**config.mk**
```make
export PLATFORM = sky130hd
export DESIGN_NAME = axi_id_alloc
export DESIGN_NICKNAME = d
export VERILOG_FILES = /design/src/rtl/axi_idq_pkg.sv /design/src/rtl/idq_fifo.sv /design/src/rtl/rid_tracker.sv /design/src/rtl/wr_seq.sv /design/src/rtl/axi_id_alloc.sv
export SDC_FILE = /design/constraint.sdc
export NUM_CORES = 1
export LEC_CHECK = 0
export BUFFER_PORTS_ARGS = -buffer_cell sky130_fd_sc_hd__buf_2
export CAP_MARGIN = 20
export CORE_ASPECT_RATIO = 0.8
export CORE_MARGIN = 2
export CORE_UTILIZATION = 25
export CTS_CLUSTER_DIAMETER = 200
export CTS_CLUSTER_SIZE = 24
export DETAILED_ROUTE_END_ITERATION = 6
export GPL_TIMING_DRIVEN = 0
export PLACE_DENSITY = 0.44
export SKIP_LAST_GASP = 1
export SYNTH_ARGS = -nofsm -noshare
export SYNTH_HDL_FRONTEND = slang
export SYNTH_SLANG_ARGS = --single-unit
```
**constraint.sdc**
```tcl
create_clock -name clk -period 2.27 [get_ports clk]
set_input_delay 0.3405 -clock clk [delete_from_list [all_inputs] [get_ports clk]]
set_output_delay 0.3405 -clock clk [all_outputs]
set_load 0.02 [all_outputs]
```
**src/rtl/axi_idq_pkg.sv**
```systemverilog
package axi_idq_pkg;
  localparam int RID_W    = 3;
  localparam int RD_SLOTS = 1 << RID_W;
  localparam int WID_W    = 1;
  localparam int WR_SLOTS = 1 << WID_W;

  localparam logic [RID_W-1:0] RID_DNC    = 3'd0;
  localparam logic [RID_W-1:0] RID_IFETCH = 3'd1;
  localparam logic [RID_W-1:0] RID_GAP    = 3'd2;
  localparam int LF_LO = 3;
  localparam int LF_HI = 7;

  localparam logic [WID_W-1:0] WID_PLAIN = 1'b0;
  localparam logic [WID_W-1:0] WID_EVICT = 1'b1;

  typedef enum logic [1:0] {SRC_NONE, SRC_DNC, SRC_IFETCH, SRC_LF} rd_src_e;

  typedef struct packed {
    logic             found;
    logic [RID_W-1:0] id;
  } lf_slot_t;

  // lowest idle member of the linefill pool
  function automatic lf_slot_t lf_lowest_free(input logic [RD_SLOTS-1:0] busy);
    lf_slot_t res;
    res = '0;
    for (int i = LF_HI; i >= LF_LO; i--) begin
      if (!busy[i]) begin
        res.found = 1'b1;
        res.id    = RID_W'(i);
      end
    end
    return res;
  endfunction

  function automatic logic [WID_W-1:0] wr_class_id(input logic evict);
    return evict ? WID_EVICT : WID_PLAIN;
  endfunction

  // one-hot mask for an ID, empty when not enabled
  function automatic logic [RD_SLOTS-1:0] rid_mask(input logic en, input logic [RID_W-1:0] id);
    return en ? (RD_SLOTS'(1) << id) : '0;
  endfunction
endpackage

```
**src/rtl/idq_fifo.sv**
```systemverilog
module idq_fifo #(
  parameter int DEPTH = 2,
  parameter int W     = 8
) (
  input  logic         clk,
  input  logic         rst_n,
  input  logic         push,
  input  logic [W-1:0] din,
  input  logic         pop,
  output logic         empty,
  output logic         full,
  output logic [W-1:0] head
);
  localparam int PTR_W = (DEPTH > 1) ? $clog2(DEPTH) : 1;
  localparam int CNT_W = $clog2(DEPTH + 1);

  logic [W-1:0]     mem [DEPTH];
  logic [PTR_W-1:0] rd_q, wr_q;
  logic [CNT_W-1:0] cnt_q;

  function automatic logic [PTR_W-1:0] bump(input logic [PTR_W-1:0] p);
    return (p == PTR_W'(DEPTH - 1)) ? '0 : p + 1'b1;
  endfunction

  assign empty = (cnt_q == '0);
  assign full  = (cnt_q == CNT_W'(DEPTH));
  assign head  = mem[rd_q];

  always_ff @(posedge clk) begin
    if (push) mem[wr_q] <= din;
  end

  always_ff @(posedge clk or negedge rst_n) begin
    if (!rst_n) begin
      rd_q  <= '0;
      wr_q  <= '0;
      cnt_q <= '0;
    end else begin
      if (push) wr_q <= bump(wr_q);
      if (pop)  rd_q <= bump(rd_q);
      cnt_q <= cnt_q + CNT_W'(push) - CNT_W'(pop);
    end
  end

  assert_no_overflow_R7: assert property (@(posedge clk) disable iff (!rst_n)
    push |-> (!full || pop));
  assert_no_underflow_R7: assert property (@(posedge clk) disable iff (!rst_n)
    pop |-> !empty);
endmodule

```
**src/rtl/rid_tracker.sv**
```systemverilog
module rid_tracker
  import axi_idq_pkg::*;
(
  input  logic             clk,
  input  logic             rst_n,
  input  logic             dnc_valid,
  output logic             dnc_ready,
  input  logic             ifetch_valid,
  output logic             ifetch_ready,
  input  logic             lf_valid,
  output logic             lf_ready,
  output logic [RID_W-1:0] lf_id,
  output logic             ar_valid,
  output logic [RID_W-1:0] ar_id,
  input  logic             ar_ready,
  input  logic             r_valid,
  input  logic             r_ready,
  input  logic             r_last,
  input  logic [RID_W-1:0] r_id
);
  logic [RD_SLOTS-1:0] busy_q, set_vec, clr_vec;
  logic                slot_open, r_done;
  lf_slot_t            lf_slot;
  rd_src_e             sel;
  logic [RID_W-1:0]    sel_id;

  always_comb begin
    slot_open = !ar_valid || ar_ready;
    lf_slot   = lf_lowest_free(busy_q);
    sel       = SRC_NONE;
    sel_id    = '0;
    if (slot_open) begin
      if (dnc_valid && !busy_q[RID_DNC]) begin
        sel    = SRC_DNC;
        sel_id = RID_DNC;
      end else if (ifetch_valid && !busy_q[RID_IFETCH]) begin
        sel    = SRC_IFETCH;
        sel_id = RID_IFETCH;
      end else if (lf_valid && lf_slot.found) begin
        sel    = SRC_LF;
        sel_id = lf_slot.id;
      end
    end
  end

  assign dnc_ready    = (sel == SRC_DNC);
  assign ifetch_ready = (sel == SRC_IFETCH);
  assign lf_ready     = (sel == SRC_LF);
  assign lf_id        = lf_slot.id;

  assign r_done  = r_valid && r_ready && r_last;
  assign set_vec = rid_mask(sel != SRC_NONE, sel_id);
  assign clr_vec = rid_mask(r_done, r_id);

  always_ff @(posedge clk or negedge rst_n) begin
    if (!rst_n) begin
      busy_q   <= '0;
      ar_valid <= 1'b0;
      ar_id    <= '0;
    end else begin
      busy_q <= (busy_q & ~clr_vec) | set_vec;
      if (sel != SRC_NONE) begin
        ar_valid <= 1'b1;
        ar_id    <= sel_id;
      end else if (ar_ready) begin
        ar_valid <= 1'b0;
      end
    end
  end

  assert_gap_id_unused_R3: assert property (@(posedge clk) disable iff (!rst_n)
    ar_valid |-> (ar_id != RID_GAP));
  assert_free_only_inflight_R4: assert property (@(posedge clk) disable iff (!rst_n)
    r_done |-> busy_q[r_id]);
  assert_no_duplicate_R4: assert property (@(posedge clk) disable iff (!rst_n)
    (|set_vec) |=> ($countones(busy_q) ==
                    $past($countones(busy_q)) + 1 - int'($past(r_done))));
  assert_ar_stable_R5: assert property (@(posedge clk) disable iff (!rst_n)
    (ar_valid && !ar_ready) |=> (ar_valid && $stable(ar_id)));
  assert_lf_grant_pool_R3: assert property (@(posedge clk) disable iff (!rst_n)
    lf_ready |-> (lf_id >= RID_W'(LF_LO)));
endmodule

```
**src/rtl/wr_seq.sv**
```systemverilog
module wr_seq
  import axi_idq_pkg::*;
#(
  parameter int LEN_W    = 4,
  parameter int WOUT_MAX = 2,
  parameter int Q_DEPTH  = 2
) (
  input  logic             clk,
  input  logic             rst_n,
  input  logic             wr_valid,
  input  logic             wr_evict,
  input  logic [LEN_W-1:0] wr_len,
  output logic             wr_ready,
  output logic             aw_valid,
  output logic [WID_W-1:0] aw_id,
  output logic [LEN_W-1:0] aw_len,
  input  logic             aw_ready,
  output logic             w_valid,
  output logic [WID_W-1:0] w_id,
  output logic             w_last,
  input  logic             w_ready,
  input  logic             b_valid,
  input  logic [WID_W-1:0] b_id
);
  localparam int ENT_W = WID_W + LEN_W;
  localparam int CNT_W = $clog2(WOUT_MAX + 1);

  logic [WID_W-1:0] req_id;
  logic [ENT_W-1:0] req_ent, aw_head, w_head;
  logic             aw_empty, aw_full, w_empty, w_full;
  logic             aw_pop, w_fire, w_pop, accept;
  logic [LEN_W-1:0] beat_q, w_len;
  logic [CNT_W-1:0] wout_q    [WR_SLOTS];
  logic [CNT_W-1:0] aw_done_q [WR_SLOTS];
  logic [CNT_W-1:0] w_done_q  [WR_SLOTS];

  assign req_id  = wr_class_id(wr_evict);
  assign req_ent = {req_id, wr_len};

  assign aw_valid = !aw_empty;
  assign aw_id    = aw_head[ENT_W-1 -: WID_W];
  assign aw_len   = aw_head[LEN_W-1:0];
  assign aw_pop   = aw_valid && aw_ready;

  assign w_valid = !w_empty;
  assign w_id    = w_head[ENT_W-1 -: WID_W];
  assign w_len   = w_head[LEN_W-1:0];
  assign w_last  = (beat_q == w_len);
  assign w_fire  = w_valid && w_ready;
  assign w_pop   = w_fire && w_last;

  assign accept = wr_valid && (!aw_full || aw_pop) && (!w_full || w_pop) &&
                  (wout_q[req_id] < CNT_W'(WOUT_MAX));
  assign wr_ready = accept;

  idq_fifo #(.DEPTH(Q_DEPTH), .W(ENT_W)) u_aw_q (
    .clk(clk), .rst_n(rst_n), .push(accept), .din(req_ent), .pop(aw_pop),
    .empty(aw_empty), .full(aw_full), .head(aw_head));

  idq_fifo #(.DEPTH(Q_DEPTH), .W(ENT_W)) u_w_q (
    .clk(clk), .rst_n(rst_n), .push(accept), .din(req_ent), .pop(w_pop),
    .empty(w_empty), .full(w_full), .head(w_head));

  always_ff @(posedge clk or negedge rst_n) begin
    if (!rst_n)     beat_q <= '0;
    else if (w_pop) beat_q <= '0;
    else if (w_fire) beat_q <= beat_q + 1'b1;
  end

  for (genvar g = 0; g < WR_SLOTS; g++) begin : g_slot
    logic rel;
    assign rel = b_valid && (b_id == WID_W'(g));
    always_ff @(posedge clk or negedge rst_n) begin
      if (!rst_n) begin
        wout_q[g]    <= '0;
        aw_done_q[g] <= '0;
        w_done_q[g]  <= '0;
      end else begin
        wout_q[g]    <= wout_q[g] + CNT_W'(accept && (req_id == WID_W'(g))) - CNT_W'(rel);
        aw_done_q[g] <= aw_done_q[g] + CNT_W'(aw_pop && (aw_id == WID_W'(g))) - CNT_W'(rel);
        w_done_q[g]  <= w_done_q[g] + CNT_W'(w_pop && (w_id == WID_W'(g))) - CNT_W'(rel);
      end
    end
  end

  assert_aw_stable_R6: assert property (@(posedge clk) disable iff (!rst_n)
    (aw_valid && !aw_ready) |=> (aw_valid && $stable(aw_id) && $stable(aw_len)));
  assert_w_stable_R8: assert property (@(posedge clk) disable iff (!rst_n)
    (w_valid && !w_ready) |=> (w_valid && $stable(w_id) && $stable(w_last)));
  assert_no_interleave_R8: assert property (@(posedge clk) disable iff (!rst_n)
    (w_fire && !w_last) |=> (w_valid && (w_id == $past(w_id))));
  assert_resp_after_done_R9: assert property (@(posedge clk) disable iff (!rst_n)
    b_valid |-> ((aw_done_q[b_id] != '0) && (w_done_q[b_id] != '0)));
  assert_slot_cap_R7: assert property (@(posedge clk) disable iff (!rst_n)
    accept |-> (wout_q[req_id] != CNT_W'(WOUT_MAX)));
endmodule

```
**src/rtl/axi_id_alloc.sv**
```systemverilog
module axi_id_alloc
  import axi_idq_pkg::*;
#(
  parameter int LEN_W    = 4,
  parameter int WOUT_MAX = 2,
  parameter int Q_DEPTH  = 2
) (
  input  logic             clk,
  input  logic             rst_n,
  input  logic             dnc_req_valid,
  output logic             dnc_req_ready,
  input  logic             if_req_valid,
  output logic             if_req_ready,
  input  logic             lf_req_valid,
  output logic             lf_req_ready,
  output logic [RID_W-1:0] lf_req_id,
  output logic             ar_valid,
  input  logic             ar_ready,
  output logic [RID_W-1:0] ar_id,
  input  logic             r_valid,
  input  logic             r_ready,
  input  logic             r_last,
  input  logic [RID_W-1:0] r_id,
  input  logic             wr_req_valid,
  input  logic             wr_req_evict,
  input  logic [LEN_W-1:0] wr_req_len,
  output logic             wr_req_ready,
  output logic             aw_valid,
  input  logic             aw_ready,
  output logic [WID_W-1:0] aw_id,
  output logic [LEN_W-1:0] aw_len,
  output logic             w_valid,
  input  logic             w_ready,
  output logic [WID_W-1:0] w_id,
  output logic             w_last,
  input  logic             b_valid,
  input  logic [WID_W-1:0] b_id
);
  rid_tracker u_rd (
    .clk(clk), .rst_n(rst_n),
    .dnc_valid(dnc_req_valid), .dnc_ready(dnc_req_ready),
    .ifetch_valid(if_req_valid), .ifetch_ready(if_req_ready),
    .lf_valid(lf_req_valid), .lf_ready(lf_req_ready), .lf_id(lf_req_id),
    .ar_valid(ar_valid), .ar_id(ar_id), .ar_ready(ar_ready),
    .r_valid(r_valid), .r_ready(r_ready), .r_last(r_last), .r_id(r_id));

  wr_seq #(.LEN_W(LEN_W), .WOUT_MAX(WOUT_MAX), .Q_DEPTH(Q_DEPTH)) u_wr (
    .clk(clk), .rst_n(rst_n),
    .wr_valid(wr_req_valid), .wr_evict(wr_req_evict), .wr_len(wr_req_len),
    .wr_ready(wr_req_ready),
    .aw_valid(aw_valid), .aw_id(aw_id), .aw_len(aw_len), .aw_ready(aw_ready),
    .w_valid(w_valid), .w_id(w_id), .w_last(w_last), .w_ready(w_ready),
    .b_valid(b_valid), .b_id(b_id));
endmodule

```
==> impl_results.md <==
- Crit path max fanout: 7
- Final hold viol count: 0
- Grt total ovfl: 0
- Htree depth: 2
- Mapped Cells: 188
- CTS buffer count: 5
- Final setup viols: 13
- Die height: 89.2 um
- Layout cells sized above 1: 35.4%
- Syn-to-layout area delta: 31.3%
- Top cell type's share of synthesized area: 29.8%
- Lkg Pwr: 1.23 nW
- Clk slew on worst S/H paths: 0.07 ns
- Diodes inserted: 0
- P per Cell Area: 1400 nW/um2
- Initial core utilization: 25.4%
- Startpoint Class: flop
- Total power: 4.17 mW
- I/O Pins: 42
- Root buffer cell: clkbuf_16
- Slew headroom: 48.3%
- Top-count cell post-synth: dfrtp_1
- Routed via count: 1562
- Row count: 31
- Ys async rst share: 57.4%
- Synth cell types: 42
- Worst EP required: 2.45 ns
- Clock insertion delay at the later pin of the skew report: 0.29 ns
- RSZ-0062 raised after global routing: yes
- Critical path arrival: 2.59 ns
- Synthesized area per cell: 12.1 um2
- Sinks on Clock Net: 47
- Sequential share of the synthesized area: 56.2%
- Largest net degree at the start of global routing: 28
- Core ar.: 8920 um2
- Overall Global Routing Usage: 9.48%
- Utilization after layout: 33.4%
- Top_reg_cell synth: dfrtp_1
- #FFs+latches synth: 47
- Synth cell count leaders: dfrtp_1, edfxtp_1, nand2_1, o21ai_0
- Clock skew: 0.00519 ns
- Failing checks: negative setup slack
- Status: complete, but fails checks
- Worst-margin pin slew: 0.769 ns
- Minimum clock period: 2.42 ns
- Dpl ws: -0.254 ns
- Routed wire length: 4540 um
- Fin nets: 273
- Initial antenna violation count: 0
- Clock power share: 22.7%
- Crit share post-route: 107%
- First-pass GRT wire length: 7270 um
- Gpl congestion: 0.735
- Wirelength per Cell: 12.7 um
- Vias per inst: 4.36
- Worst reg2reg path depth: 14
- Max Slew Vio Count: 0
- DRC viols: 0
- Net Switching: 1.50 mW
- Internal Power: 2.67 mW
- Clock Path Buffers: 2
- Routed Antenna Nets: 0
- Post-synthesis net count: 219
- Vias in the first global route: 1548
- Max Cap Viol: 0
- Fraction of power consumed by combinational cells: 43.0%
- 1st-iter DRT viols: 42
- Pre-Repair DR Iteration Count: 4
- PortBufs: 41
- Filler instances: 922
- Sw Share: 35.9%
- Mapped cell area: 2270 um2
- Leading area contributor after synthesis: dfrtp_1
- Synth warnings: 0
- Worst min-delay path class: in -> async
- Die area: 9860 um2
- Die width: 111 um
- Synth area leaders: dfrtp_1, edfxtp_1, ha_1
- Fmax achieved: 414 MHz
- Final HPWL DP: 3280 um
- Min setup slack post-route: -0.148 ns
- Critical path type: reg -> reg
- CTS tree: done
- Setup TNS Final: -0.856 ns
- Max IR drop VDD: 586 uV
- Part of the power in registers: 34.2%
- EDFF count, synth: 20
- Worst Setup End Kind: flop
## through the flow
step	cells	hold slack, ns	cell area [um2]
after floorplan	188	0.0449	2280
after global placement	344	0.416	2630
after detailed placement	344	0.419	2630
after CTS	356	0.107	2890
after global routing	358	0.134	2980
final	358	0.0730	2980
## routing by layer
layer  global-route usage (%)  routed length (um)  up-vias
li1                         -                   -      780
met1                     12.7                2360      749
met2                     14.9                1960       25
met3                     1.90                 117        8
met4                     4.77                  92        0
met5                        0                   0        -
## layout make-up
type                            instances  area (um2)  share of cell area, %
Multi-Input combinational cell        126        1020                   34.3
Sequential cell                        47        1280                   42.8
Tap cell                              115         144                   4.83
Clock inverter                          3        67.6                   2.27
Timing Repair Buffer                   47         260                   8.73
Inverter                               11        53.8                   1.81
Buffer                                  4        30.0                   1.01
Clock buffer                            5         125                   4.20
## flip-flops by register name, summed over array words and instances (netlist names)
signal / count
u_wr.wout_q: 4
u_rd.ar_id: 3
u_wr.u_aw_q.wr_q: 1
u_wr.u_w_q.wr_q: 1
u_wr.u_aw_q.mem: 10
u_wr.u_w_q.rd_q: 1
u_wr.u_aw_q.cnt_q: 2
u_wr.u_aw_q.rd_q: 1
u_wr.u_w_q.cnt_q: 2
u_rd.ar_valid: 1
u_wr.u_w_q.mem: 10
u_wr.beat_q: 4
u_rd.busy_q: 7
## layout by cell type, fill, tap and decap left out, drive strengths merged, types with 4 or more instances in the layout
cell    netlist  final
xor2          4      4
ha            9      9
nor3          6      6
mux2          6      6
edfxtp       20     20
and2          6      6
nor2          5      5
clkbuf        2      7
buf           2     49
nor2b         4      4
nand2b        5      5
nand3         4      4
inv          10     10
mux2i         6      6
o21ai        14     14
dfrtp        27     27
nand2        17     17
xnor2        10     10
## logic make-up after synthesis
| group | synth area share, % |
|---|---|
| AOI/OAI and AO/OA | 10.2 |
| xor gates and xnor gates | 5.40 |
| muxes | 5.62 |
| DFF | 56.2 |
| buffers and inverters | 3.36 |
| and+or+nand+nor | 14.2 |
| adders and majority gates | 4.96 |
## timing repair
item / 4_1_cts / 5_1_grt
pin swaps: 7 / 10
gates cloned: 0 / 0
hold buffers: 0 / 0
endpoints found under the hold margin: 0 / 0
setup buffers: 4 / 2
endpoints found under the setup margin: 24 / 27
resized for setup: 9 / 14
## critical path: stages (launching register included)
cell	delay, ns
dfrtp_1	0.34
buf_6	0.13
mux2i_2	0.24
xor2_1	0.16
nand4bb_1	0.13
buf_6	0.15
clkinv_8	0.04
a21boi_4	0.05
buf_6	0.14
or2_1	0.21
ha_1	0.29
inv_2	0.04
ha_4	0.15
xnor2_2	0.12
xnor2_1	0.12
## final timing paths
check	start	to	slack, ns
worst max-delay path	u_wr.u_w_q.rd_q	u_wr.u_w_q.cnt_q[1]	-0.15
worst min-delay path	rst_n	u_wr.wout_q[2]	0.07
worst max register to register	u_wr.u_w_q.rd_q	u_wr.u_w_q.cnt_q[1]	-0.15
worst min register to register	u_wr.u_aw_q.cnt_q[1]	u_wr.u_aw_q.cnt_q[1]	0.47
max in group asynchronous	rst_n	u_rd.busy_q[0]	1.76
min in group clk	wr_req_len[1]	u_wr.u_w_q.mem[1][1]	0.28
## power by group through the flow
stage / Combinational (mW) / Sequential, mW / Clock, mW
detailed placement: 1.59 / 1.43 / 0
global route: 2.00 / 1.47 / 0.997
floorplan: 1.17 / 1.42 / 0
finish: 1.79 / 1.43 / 0.947
CTS: 1.69 / 1.42 / 0.966
global placement: 1.58 / 1.43 / 0
Power figures use the tool's default switching activity.
